===== config.mk =====
export PLATFORM = sky130hd
export DESIGN_NAME = acc_alu
export DESIGN_NICKNAME = d
export VERILOG_FILES = /design/src/rtl/alu_pkg.sv /design/src/rtl/alu_addsub.sv /design/src/rtl/alu_logic.sv /design/src/rtl/alu_cond.sv /design/src/rtl/acc_alu.sv
export SDC_FILE = /design/constraint.sdc
export NUM_CORES = 1
export LEC_CHECK = 0
export ABC_AREA = 1
export BUFFER_PORTS_ARGS = -buffer_cell sky130_fd_sc_hd__buf_4
export CORE_MARGIN = 5
export CORE_UTILIZATION = 45
export CTS_CLUSTER_SIZE = 12
export DETAILED_ROUTE_END_ITERATION = 8
export PLACE_DENSITY = 0.77
export SETUP_SLACK_MARGIN = 0.3
export SLEW_MARGIN = 20
export SYNTH_ARGS = -nofsm -noshare
export SYNTH_HDL_FRONTEND = slang
export SYNTH_SLANG_ARGS = --single-unit

===== constraint.sdc =====
create_clock -name clk_i -period 3.1 [get_ports clk_i]
set_input_delay 0.62 -clock clk_i [delete_from_list [all_inputs] [get_ports clk_i]]
set_output_delay 0.62 -clock clk_i [all_outputs]
set_load 0.005 [all_outputs]

===== src/rtl/alu_pkg.sv =====
package alu_pkg;
   // operation codes
   localparam logic [3:0] OP_ADD = 4'd0;
   localparam logic [3:0] OP_ADC = 4'd1;
   localparam logic [3:0] OP_SUB = 4'd2;
   localparam logic [3:0] OP_SBB = 4'd3;
   localparam logic [3:0] OP_AND = 4'd4;
   localparam logic [3:0] OP_XOR = 4'd5;
   localparam logic [3:0] OP_OR  = 4'd6;
   localparam logic [3:0] OP_CMP = 4'd7;
   localparam logic [3:0] OP_RLC = 4'd8;

   // flag byte positions
   localparam int FLG_S  = 7;
   localparam int FLG_Z  = 6;
   localparam int FLG_AC = 4;
   localparam int FLG_P  = 2;
   localparam int FLG_CY = 0;
   localparam int FLG_W  = 8;

   // branch condition selectors
   localparam logic [2:0] CND_NZ  = 3'd0;
   localparam logic [2:0] CND_Z   = 3'd1;
   localparam logic [2:0] CND_NC  = 3'd2;
   localparam logic [2:0] CND_C   = 3'd3;
   localparam logic [2:0] CND_PO  = 3'd4;
   localparam logic [2:0] CND_PE  = 3'd5;
   localparam logic [2:0] CND_POS = 3'd6;
   localparam logic [2:0] CND_NEG = 3'd7;
endpackage


===== src/rtl/alu_addsub.sv =====
module alu_addsub #(
   parameter int DATA_W = 8
) (
   input  logic [DATA_W-1:0] a_i,
   input  logic [DATA_W-1:0] b_i,
   input  logic              cin_i,
   input  logic              sub_i,
   output logic [DATA_W-1:0] res_o,
   output logic              cy_o,
   output logic              ac_o
);
   localparam int NIB_W = 4;

   logic [DATA_W-1:0] b_eff;
   logic              c_eff;
   logic [DATA_W:0]   full_sum;
   logic [NIB_W:0]    low_sum;

   // subtraction as a + ~b + ~borrow; carry out inverted gives borrow
   assign b_eff    = sub_i ? ~b_i : b_i;
   assign c_eff    = sub_i ? ~cin_i : cin_i;
   assign full_sum = {1'b0, a_i} + {1'b0, b_eff} + {{DATA_W{1'b0}}, c_eff};
   assign low_sum  = {1'b0, a_i[NIB_W-1:0]} + {1'b0, b_eff[NIB_W-1:0]}
                   + {{NIB_W{1'b0}}, c_eff};

   assign res_o = full_sum[DATA_W-1:0];
   assign cy_o  = full_sum[DATA_W] ^ sub_i;
   assign ac_o  = low_sum[NIB_W] ^ sub_i;
endmodule


===== src/rtl/alu_logic.sv =====
module alu_logic #(
   parameter int DATA_W  = 8,
   parameter bit HAS_ROT = 1'b1
) (
   input  logic [DATA_W-1:0] a_i,
   input  logic [DATA_W-1:0] b_i,
   input  logic [1:0]        sel_i,
   output logic [DATA_W-1:0] res_o,
   output logic [DATA_W-1:0] rot_o
);
   always_comb begin
      case (sel_i)
         2'd0:    res_o = a_i & b_i;
         2'd1:    res_o = a_i ^ b_i;
         default: res_o = a_i | b_i;
      endcase
   end

   generate
      if (HAS_ROT) begin : g_rot
         assign rot_o = {a_i[DATA_W-2:0], a_i[DATA_W-1]};
      end else begin : g_no_rot
         assign rot_o = a_i;
      end
   endgenerate
endmodule


===== src/rtl/alu_cond.sv =====
module alu_cond
   import alu_pkg::*;
(
   input  logic [FLG_W-1:0] flags_i,
   input  logic [2:0]       cond_i,
   output logic             take_o
);
   always_comb begin
      case (cond_i)
         CND_NZ:  take_o = ~flags_i[FLG_Z];
         CND_Z:   take_o =  flags_i[FLG_Z];
         CND_NC:  take_o = ~flags_i[FLG_CY];
         CND_C:   take_o =  flags_i[FLG_CY];
         CND_PO:  take_o = ~flags_i[FLG_P];
         CND_PE:  take_o =  flags_i[FLG_P];
         CND_POS: take_o = ~flags_i[FLG_S];
         default: take_o =  flags_i[FLG_S];
      endcase
   end
endmodule


===== src/rtl/acc_alu.sv =====
module acc_alu
   import alu_pkg::*;
#(
   parameter int DATA_W  = 8,
   parameter bit HAS_ROT = 1'b1
) (
   input  logic              clk_i,
   input  logic              rst_ni,
   input  logic              exec_i,
   input  logic [3:0]        op_i,
   input  logic [DATA_W-1:0] acc_i,
   input  logic [DATA_W-1:0] opnd_i,
   input  logic [2:0]        cond_i,
   output logic [DATA_W-1:0] acc_o,
   output logic [FLG_W-1:0]  flags_o,
   output logic              take_o
);
   generate
      if (DATA_W < 5) begin : g_bad_width
         $error("acc_alu: DATA_W must be at least 5");
      end
   endgenerate

   logic [DATA_W-1:0] acc_q, nxt_acc;
   logic [FLG_W-1:0]  flg_q, nxt_flg;
   logic              upd;

   logic              is_sub, use_cin;
   logic [DATA_W-1:0] as_res, lg_res, rot_res;
   logic              as_cy, as_ac;

   function automatic logic [FLG_W-1:0] pack_flags(input logic [DATA_W-1:0] r,
                                                   input logic ac, input logic cy);
      logic [FLG_W-1:0] f;
      f         = '0;
      f[FLG_S]  = r[DATA_W-1];
      f[FLG_Z]  = ~|r;
      f[FLG_AC] = ac;
      f[FLG_P]  = ~^r;
      f[FLG_CY] = cy;
      return f;
   endfunction

   assign is_sub  = (op_i == OP_SUB) || (op_i == OP_SBB) || (op_i == OP_CMP);
   assign use_cin = (op_i == OP_ADC) || (op_i == OP_SBB);

   alu_addsub #(.DATA_W(DATA_W)) u_addsub (
      .a_i   (acc_i),
      .b_i   (opnd_i),
      .cin_i (use_cin & flg_q[FLG_CY]),
      .sub_i (is_sub),
      .res_o (as_res),
      .cy_o  (as_cy),
      .ac_o  (as_ac)
   );

   alu_logic #(.DATA_W(DATA_W), .HAS_ROT(HAS_ROT)) u_logic (
      .a_i   (acc_i),
      .b_i   (opnd_i),
      .sel_i (op_i[1:0]),
      .res_o (lg_res),
      .rot_o (rot_res)
   );

   alu_cond u_cond (
      .flags_i (flg_q),
      .cond_i  (cond_i),
      .take_o  (take_o)
   );

   always_comb begin
      nxt_acc = acc_q;
      nxt_flg = flg_q;
      upd     = 1'b1;
      case (op_i)
         OP_ADD, OP_ADC, OP_SUB, OP_SBB: begin
            nxt_acc = as_res;
            nxt_flg = pack_flags(as_res, as_ac, as_cy);
         end
         OP_CMP: begin
            nxt_acc = acc_i;
            nxt_flg = pack_flags(as_res, as_ac, as_cy);
         end
         OP_AND, OP_XOR, OP_OR: begin
            nxt_acc = lg_res;
            nxt_flg = pack_flags(lg_res, op_i == OP_AND, 1'b0);
         end
         OP_RLC: begin
            if (HAS_ROT) begin
               nxt_acc         = rot_res;
               nxt_flg[FLG_CY] = acc_i[DATA_W-1];
            end else begin
               upd = 1'b0;
            end
         end
         default: upd = 1'b0;
      endcase
   end

   always_ff @(posedge clk_i or negedge rst_ni) begin
      if (!rst_ni) begin
         acc_q <= '0;
         flg_q <= '0;
      end else if (exec_i && upd) begin
         acc_q <= nxt_acc;
         flg_q <= nxt_flg;
      end
   end

   assign acc_o   = acc_q;
   assign flags_o = flg_q;
endmodule


==> impl_summary.log, run 1 <==
[metrics] status: complete, no violations
[metrics] number of buffers between clock root and the deepest sink: 2
[metrics] area share of and/or/nand/nor cells after synthesis: 35.3%
[metrics] number of remaining DRC errors: 0
[metrics] Gate Count Post-Synth: 331
[metrics] ratio of final minimum period to clock period: 95.8%
[metrics] Final min period: 2.97 ns
[metrics] largest net degree at the start of global routing: 14
[metrics] total I/O pin count: 43
[metrics] global-route wire length before repair: 9990 microns
[metrics] Critical Path RT: 3.28 ns
[metrics] maximum level of the CTS H-tree: 1
[metrics] WP data arrival: 3.15 ns
[metrics] flip-flop and latch count after synthesis: 13
[metrics] number of CTS-inserted buffers: 3
[metrics] total of buffers placed on input and output ports: 39
[metrics] diode count: 0
[metrics] number of setup violations in the final report: 0
[metrics] grt total ovfl: 0
[metrics] combinational family with the most area after synthesis: simple AND/OR/NAND/NOR gates
[metrics] clock tree from TritonCTS: built
[metrics] P_leak: 1.68 nW
[metrics] routed wire length per instance: 12.7 microns
[metrics] number of antenna violations at the first check in global routing: 0
[metrics] Total Nets Final: 468
[metrics] global-route total usage across every layer: 19.6%
[metrics] Final HPWL DP: 4630 microns
[metrics] Setup CP Type: in -> reg
[metrics] clock slew at the register clock pins of the worst setup and hold paths: 0.05 ns
[metrics] DRT antenna net count: 0
[metrics] number of clock sinks: 13
[metrics] area share of fa/ha/maj cells after synthesis: 20.5%
[metrics] portion of the post-synthesis area used by sequential elements: 15.6%
[metrics] Mean Syn Cell Area: 6.31 sq um
[metrics] area fraction in compound gates after synthesis: 5.93%
[metrics] setup repair after global routing missed its margin: yes
[metrics] Core Area: 4410 sq um
[metrics] multiplexer share of the synthesized area: 0%
[metrics] Fin Clk Skew: 0.00103 ns
[metrics] vias: 2304
[metrics] number of max-cap violations: 0
[metrics] count of distinct cell types in the synthesized netlist: 28
[metrics] maximum ir drop on the vdd rail: 0.191 mV
[metrics] number of global-route vias before repair: 2258
[metrics] share of the synthesized netlist area taken by xor and xnor gates: 7.91%
[metrics] type of the tightest min-delay check: in -> async
[metrics] overall die area: 6100 sq um
[metrics] overall die width: 78.1 microns
[metrics] power density of the placed cells: 390 nW/um^2
[metrics] final number of hold-violating endpoints: 0
[metrics] Via-to-Cell Ratio: 5.01
[metrics] die height: 78.1 microns
[metrics] ratio of cells with drive above 1 in the final layout: 30.4%
[metrics] Std-Cell Rows: 24
[metrics] total wire length after detailed routing: 5860 microns
[metrics] number of warning messages in the yosys log: 0
[metrics] setup TNS: 0 ns
[metrics] Max Clock Freq: 337 MHz
[metrics] Final GP Congestion: 0.898
[metrics] Post-CTS Hold Fix Bufs: 0
[metrics] endpoint kind of the worst setup timing path: flop
[metrics] buffer type at the clock tree root: clkbuf_8
[metrics] post-synthesis cell area: 2090 sq um
[metrics] clock insertion delay at the later pin of the skew report: 0.24 ns
[metrics] pins over their slew limit: 0
[metrics] Layout Utilization: 66.2%
[metrics] DR pass1 iterations: 5
[metrics] initial core utilization: 47.3%
[metrics] crit-path max FO: 4
[metrics] signed area change from the synthesized netlist to the final layout: 39.8%
[metrics] iteration-0 DRC count of the detailed router: 166
[metrics] startpoint kind of the worst setup timing path: input pin
[power breakdown]
group	switching, mW	internal [mW]
sequential	0.0238	0.209
combinational	0.367	0.387
clock	0.0603	0.0907
total	0.451	0.687
[per-layer routing]
metal | track usage (%) | routed length (microns) | vias up
li1 | - | - | 1156
met4 | 3.38 | 111 | 0
met2 | 35.8 | 2940 | 71
met3 | 2.97 | 360 | 8
met1 | 24.4 | 2450 | 1069
met5 | 0 | 0 | -
[registers in the layout, summed over array words and instances, names as in the netlist]
signal and count:
flags_o 5, acc_o 8
[cell type report]
type | count | area (sq um)
multi-input cells | 247 | 1600
repair buffers | 78 | 617
well taps | 52 | 65.1
clock buffers | 4 | 45.0
flip-flops and latches | 13 | 325
inverters | 66 | 264
fillers | 376 | 1490
[cells in the mapped netlist (all sizes together)]
master / number / area, sq um
or2: 1 / 6.26
xor2: 9 / 86.3
a21oi: 12 / 63.8
nand3: 28 / 145
conb: 1 / 3.75
nor2: 38 / 178
nor3: 1 / 5.00
nand2: 98 / 378
inv: 66 / 248
ha: 31 / 388
o21ai: 9 / 45.0
buf: 7 / 57.6
nand4: 4 / 25.0
fa: 2 / 40.0
o211ai: 2 / 15.0
dfrtp: 13 / 325
xnor2: 9 / 78.8
[cell usage in the layout (no fill, tap or decap), types with 3 or more instances in the layout]
| cell type | instances |
|---|---|
| inv_1 | 61 |
| nand4_1 | 4 |
| nand2_4 | 3 |
| nor2_1 | 31 |
| inv_2 | 4 |
| conb_1 | 3 |
| clkbuf_8 | 3 |
| nor2_4 | 5 |
| nand2_1 | 85 |
| xor2_1 | 6 |
| buf_4 | 72 |
| xor2_2 | 3 |
| o21ai_0 | 7 |
| nand3_1 | 22 |
| xnor2_1 | 7 |
| ha_1 | 30 |
| dfrtp_1 | 13 |
| nand3_2 | 6 |
| a21oi_1 | 9 |
| nand2_2 | 9 |
| a21oi_2 | 3 |
| buf_6 | 5 |
[worst max-delay path, stage by stage]
cell	delay, ns
buf_12	0.12
nor2_4	0.12
nand2_2	0.05
inv_2	0.06
nor2_4	0.05
xor2_2	0.18
fa_2	0.38
inv_2	0.06
fa_2	0.18
inv_2	0.04
nand3_2	0.06
nand2_2	0.09
xnor2_1	0.26
ha_1	0.31
xnor2_2	0.17
xnor2_1	0.13
nand2_1	0.07
nand2_1	0.06
nand2_1	0.05
nand2_1	0.07
[cell families (layout without fill, tap and decap cells)]
group           count (synthesis)  in the layout
other cells                     1              3
flops                          13             13
buf+inv                        73            148
simple gates                  170            170
fa+ha+maj                      33             33
xor+xnor                       18             18
compound gates                 23             23
[final timing paths]
path	start	end	slack, ns	depth (start not counted)
max in group asynchronous	rst_ni	acc_o[6]	2.73	1
min in group clk_i	acc_o[7]	acc_o[7]	0.48	2
min reg2reg	acc_o[7]	acc_o[7]	0.48	2
max reg2reg	flags_o[0]	flags_o[2]	0.39	16
min	rst_ni	flags_o[2]	0.21	1
max	op_i[3]	flags_o[2]	0.13	20
[what timing repair did]
item / CTS / global route
setup buffers: 10 / 1
gates resized for setup: 18 / 12
endpoints found under the setup margin: 1 / 3
pin swaps: 18 / 1
[through the flow]
step                total power [mW]  hold slack [ns]  worst slack (ns)  instances  instance area [sq um]
finish                          1.14            0.214             0.131        460                   2920
global route                    1.24            0.216           -0.0702        460                   2920
CTS                             1.10            0.216             0.199        459                   2870
detailed placement             0.875            0.474            -0.224        445                   2670
global placement               0.861            0.473            -0.141        445                   2670
floorplan                      0.626            0.324           -0.0828        333                   2160
(Power assumes the default switching activity.)
==> run 2, diff against run 1 <==
Clock period 3.1 ns to 3 ns, I/O delays scaled along.
==> run 2 against run 1 <==
Power shrank 0.29%. First-iteration DRC count fell by 16%. Final area is 3.2% lower. Utilization decreased by 2.1 points. Critical path depth increased by 1. Global-route usage is 1.3 points lower. Setup slack lost 0.11 ns. Via count down 2.5%. Clock skew about the same. Worst hold slack worse by 0.024 ns. Highest routed layer unchanged.
==> impl_summary.log, run 2 (same netlist as run 1, synthesis figures left out) <==
[metrics] fill cell instance count of the final layout: 404
[metrics] total of buffers placed on input and output ports: 39
[metrics] power density of the placed cells: 401 nW/um^2
[metrics] overall die width: 78.1 microns
[metrics] Final min period: 2.98 ns
[metrics] WP data arrival: 3.16 ns
[metrics] DR pass1 iterations: 4
[metrics] worst flop-to-flop path startpoint: flags_o[0]
[metrics] total wire length after detailed routing: 5600 microns
[metrics] clock insertion delay at the later pin of the skew report: 0.24 ns
[metrics] number of max-cap violations: 0
[metrics] ratio of cells with drive above 1 in the final layout: 27.5%
[metrics] number of setup violations in the final report: 0
[metrics] clock slew at the register clock pins of the worst setup and hold paths: 0.05 ns
[metrics] endpoint kind of the worst setup timing path: flop
[metrics] crit-path max FO: 4
[metrics] startpoint kind of the worst setup timing path: input pin
[metrics] Via-to-Cell Ratio: 4.97
[metrics] buffer type at the clock tree root: clkbuf_8
[metrics] Critical Path RT: 3.18 ns
[metrics] number of flip-flops in the largest register: 8
[metrics] most used cell along the critical path: nand2_1
[metrics] global-route total usage across every layer: 18.3%
[metrics] type of the tightest min-delay check: in -> async
[metrics] number of clock sinks: 13
[metrics] overall power of the completed layout: 1.13 mW
[metrics] fin area: 2830 sq um
[metrics] setup repair after global routing missed its margin: yes
[metrics] Std-Cell Rows: 24
[metrics] cell-by-cell trace of the critical path: buf_12 > nor2_4 > nand2_2 > inv_2 > nor2_4 > buf_6 > xor2_1 > ha_1 > a21oi_1 > nand2_1 > nand2_1 > nand2_1 > nand2_1 > nand2_1 > ha_1 > xnor2_2 > xnor2_1 > nand2_1 > nand2_1 > nand2_1 > nand2_1
[metrics] leading cell types in the layout, fill and taps excluded: nand2_1 (89), buf_4 (66), inv_1 (61)
[metrics] vias: 2246
[metrics] clock tree from TritonCTS: built
[metrics] pins over their slew limit: 0
[metrics] most common cell after layout, fill and taps aside: nand2_1
[metrics] final number of hold-violating endpoints: 0
[metrics] maximum level of the CTS H-tree: 1
[metrics] overall die area: 6100 sq um
[metrics] DRT antenna net count: 0
[metrics] largest net degree at the start of global routing: 14
[metrics] die height: 78.1 microns
[metrics] iteration-0 DRC count of the detailed router: 139
[metrics] startpoint of the most critical setup path: op_i[3]
[metrics] Total Nets Final: 460
[metrics] global-route wire length before repair: 9340 microns
[metrics] Core Area: 4410 sq um
[metrics] crit-path leading delay family: simple AND/OR/NAND/NOR gates
[metrics] diode count: 0
[metrics] ratio of final minimum period to clock period: 99.3%
[metrics] Max Clock Freq: 336 MHz
[metrics] signed area change from the synthesized netlist to the final layout: 35.4%
[metrics] number of CTS-inserted buffers: 3
[metrics] instance area after placement: 2670 sq um
[metrics] Critical Path Slowest Stage Cell: ha_1
[metrics] count of buffering cells on the critical path with inverters included: 3
[metrics] maximum ir drop on the vdd rail: 0.179 mV
[metrics] Final HPWL DP: 4680 microns
[metrics] number of antenna violations at the first check in global routing: 0
[metrics] number of global-route vias before repair: 2182
[metrics] non-filler instance count after layout: 452
[metrics] number of remaining DRC errors: 0
[metrics] CP peak stage delay: 0.31 ns
[metrics] Final GP Congestion: 0.905
[metrics] Setup CP Type: in -> reg
[metrics] cell count after placement: 445
[metrics] total I/O pin count: 43
[metrics] status: complete, no violations
[metrics] P_leak: 1.63 nW
[metrics] initial core utilization: 47.3%
[metrics] Fin Clk Skew: 0.000899 ns
[metrics] grt total ovfl: 0
[metrics] number of buffers between clock root and the deepest sink: 2
[metrics] routed wire length per instance: 12.4 microns
-- run 2: metrics by stage --
step / setup TNS [ns] / utilization (%) / hold slack, ns / setup slack (ns)
finish: 0 / 64.1 / 0.190 / 0.0207
global route: -0.132 / 64.1 / 0.202 / -0.132
CTS: 0 / 63.6 / 0.193 / 0.117
detailed placement: -0.412 / 60.5 / 0.453 / -0.337
global placement: -0.223 / 60.5 / 0.451 / -0.223
floorplan: -0.163 / - / 0.304 / -0.163
-- run 2: repair_timing --
action,4_1_cts,5_1_grt
hold endpoints to repair,0,0
pin swaps,9,3
hold buffers,0,0
setup buffers,2,1
gates resized for setup,18,3
cloned,0,0
endpoints found under the setup margin,2,3
-- run 2: layout make-up --
class,count,area (sq um),share of cell area [%]
clock buffer,4,45.0,1.59
inverter,66,264,9.34
multi-input combinational,247,1580,55.8
sequential,13,325,11.5
tap,52,65.1,2.30
timing repair buffer,70,549,19.4
-- run 2: power by group --
part	total, mW	internal [mW]	switching [mW]
clock network	0.154	0.0937	0.0599
logic	0.740	0.378	0.362
registers	0.242	0.216	0.0251
total	1.13	0.688	0.447
-- run 2: worst paths after layout --
check,end,slack [ns],cells after the start
worst max-delay path,flags_o[2],0.02,21
worst min-delay path,flags_o[4],0.19,1
worst max register to register,flags_o[2],0.33,17
worst min register to register,acc_o[4],0.48,2
max in group asynchronous,acc_o[4],2.65,1
min in group clk_i,acc_o[4],0.48,2
-- run 2: metal layers --
layer,GRT usage [%],up-vias,routed length [microns]
met5,0,-,0
met4,5.24,0,132
met3,4.23,10,414
met2,33.1,70,2840
met1,21.3,1022,2220
li1,-,1144,-
==> run 3, diff against run 2 <==
Settings changed: RECOVER_POWER set to 50.
==> run 3 against run 2 <==
Clock skew grew 0.0010 ns. Flip-flop and latch count is the same. Critical path depth is the same. First-iteration DRC count grew 13%. Global-route usage is the same. Setup slack lost 0.0019 ns. Largest cell class unchanged.
==> impl_summary.log, run 3 (same netlist as run 1, synthesis figures left out) <==
[metrics] Critical Path Slowest Stage Cell: ha_1
[metrics] leading cell types in the layout, fill and taps excluded: nand2_1 (89), inv_1 (61), buf_4 (59)
[metrics] multi-input gate area in the final layout: 1580 sq um
[metrics] startpoint kind of the worst setup timing path: input pin
[metrics] clock slew at the register clock pins of the worst setup and hold paths: 0.05 ns
[metrics] total I/O pin count: 43
[metrics] final number of hold-violating endpoints: 0
[metrics] largest net degree at the start of global routing: 14
[metrics] routed wire length per instance: 12.4 microns
[metrics] WP data arrival: 3.16 ns
[metrics] number of buffers between clock root and the deepest sink: 2
[metrics] fill cell instance count of the final layout: 406
[metrics] worst flop-to-flop path startpoint: flags_o[0]
[metrics] most common cell after layout, fill and taps aside: nand2_1
[metrics] vias: 2226
[metrics] Critical Path RT: 3.18 ns
[metrics] maximum level of the CTS H-tree: 1
[metrics] Std-Cell Rows: 24
[metrics] area taken by flip-flops and latches: 325 sq um
[metrics] Setup CP Type: in -> reg
[metrics] iteration-0 DRC count of the detailed router: 157
[metrics] measured slew at the worst slew-check pin: 0.678 ns
[metrics] ratio of cells with drive above 1 in the final layout: 27.3%
[metrics] clock tree from TritonCTS: built
[metrics] number of antenna violations at the first check in global routing: 0
[metrics] signed area change from the synthesized netlist to the final layout: 35.2%
[metrics] initial core utilization: 47.3%
[metrics] CP peak stage delay: 0.31 ns
[metrics] global-route wire length before repair: 9340 microns
[metrics] number of flip-flops in the largest register: 8
[metrics] crit-path max FO: 4
[metrics] total wire length after detailed routing: 5580 microns
[metrics] number of setup violations in the final report: 0
[metrics] ratio of final minimum period to clock period: 99.4%
[metrics] r2r worst-path depth: 17
[metrics] buffer type at the clock tree root: clkbuf_8
[metrics] pins over their slew limit: 0
[metrics] Post-CTS Hold Fix Bufs: 0
[metrics] diode count: 0
[metrics] worst flop-to-flop path endpoint: flags_o[2]
[metrics] cell-by-cell trace of the critical path: buf_12 > nor2_4 > nand2_2 > inv_2 > nor2_4 > buf_6 > xor2_1 > ha_1 > a21oi_1 > nand2_1 > nand2_1 > nand2_1 > nand2_1 > nand2_1 > ha_1 > xnor2_2 > xnor2_1 > nand2_1 > nand2_1 > nand2_1 > nand2_1
[metrics] maximum ir drop on the vdd rail: 0.179 mV
[metrics] number of remaining DRC errors: 0
[metrics] die height: 78.1 microns
[metrics] endpoint kind of the worst setup timing path: flop
[metrics] P_leak: 1.63 nW
[metrics] Fin Clk Skew: 0.00192 ns
[metrics] pre-CTS setup slack: -0.337 ns
[metrics] grt total ovfl: 0
[metrics] type of the tightest min-delay check: in -> async
[metrics] Worst R2R Setup Slack: 0.33 ns
[metrics] clock insertion delay at the later pin of the skew report: 0.24 ns
[metrics] status: complete, no violations
[metrics] power density of the placed cells: 401 nW/um^2
[metrics] number of global-route vias before repair: 2182
[metrics] most used cell along the critical path: nand2_1
[metrics] global-route total usage across every layer: 18.3%
[metrics] overall die width: 78.1 microns
[metrics] number of CTS-inserted buffers: 3
[metrics] DRT antenna net count: 0
[metrics] overall die area: 6100 sq um
[metrics] Core Area: 4410 sq um
[metrics] total of buffers placed on input and output ports: 39
[metrics] setup TNS: 0 ns
[metrics] DR pass1 iterations: 4
[metrics] Final HPWL DP: 4680 microns
[metrics] Final min period: 2.98 ns
[metrics] number of max-cap violations: 0
[metrics] min setup slack post-route: 0.0188 ns
[metrics] Max Clock Freq: 335 MHz
[metrics] setup repair after global routing missed its margin: yes
[metrics] number of clock sinks: 13
[metrics] max_slew headroom: 54.8%
[metrics] Total Nets Final: 460
[metrics] Final GP Congestion: 0.905
[metrics] count of buffering cells on the critical path with inverters included: 3
[metrics] Via-to-Cell Ratio: 4.92
[metrics] hold_ws: 0.370 ns
[metrics] crit-path leading delay family: simple AND/OR/NAND/NOR gates
run 3: cell type report:
class	count	area share, %
Timing Repair Buffer	70	19.3
Multi-Input combinational cell	247	55.9
Tap cell	52	2.30
Inverter	66	9.35
Clock buffer	4	1.60
Sequential cell	13	11.5
run 3: layer usage:
metal / GRT usage (%) / part of all wire (%) / up-vias
met5: 0 / 0 / -
met4: 5.24 / 2.4 / 0
met1: 21.3 / 40 / 1000
met2: 33.1 / 51 / 72
met3: 4.23 / 7.5 / 10
li1: - / - / 1144
run 3: power breakdown:
part           internal, mW  switching [mW]  total, mW
Combinational         0.376           0.361      0.737
Clock                0.0937          0.0606      0.154
Sequential            0.216          0.0249      0.241
run 3: how the worst max path moves through the flow:
stage	end	depth (start not counted)	start
after floorplan	flags_o[2]	23	op_i[1]
after global placement	flags_o[2]	23	op_i[3]
after detailed placement	flags_o[2]	23	op_i[3]
after CTS	flags_o[2]	19	op_i[1]
after global routing	flags_o[2]	23	op_i[3]
final	flags_o[2]	21	op_i[3]
run 3: per-stage QoR:
| stage | utilization [%] | area, sq um | total power [mW] | std cells |
|---|---|---|---|---|
| 2_1_floorplan | - | 2160 | 0.647 | 333 |
| 6_report | 64.0 | 2820 | 1.13 | 452 |
| 3_5_place_dp | 60.5 | 2670 | 0.907 | 445 |
| 3_3_place_gp | 60.5 | 2670 | 0.891 | 445 |
| 4_1_cts | 63.6 | 2810 | 1.13 | 451 |
| 5_1_grt | 64.0 | 2820 | 1.23 | 452 |
run 3: repair_timing:
item | 4_1_cts | 5_1_grt
cloned | 0 | 0
hold endpoints to repair | 0 | 0
setup endpoints to repair | 2 | 3
buffers inserted | 2 | 1
resized for setup | 18 | 3
pin swaps | 9 | 3
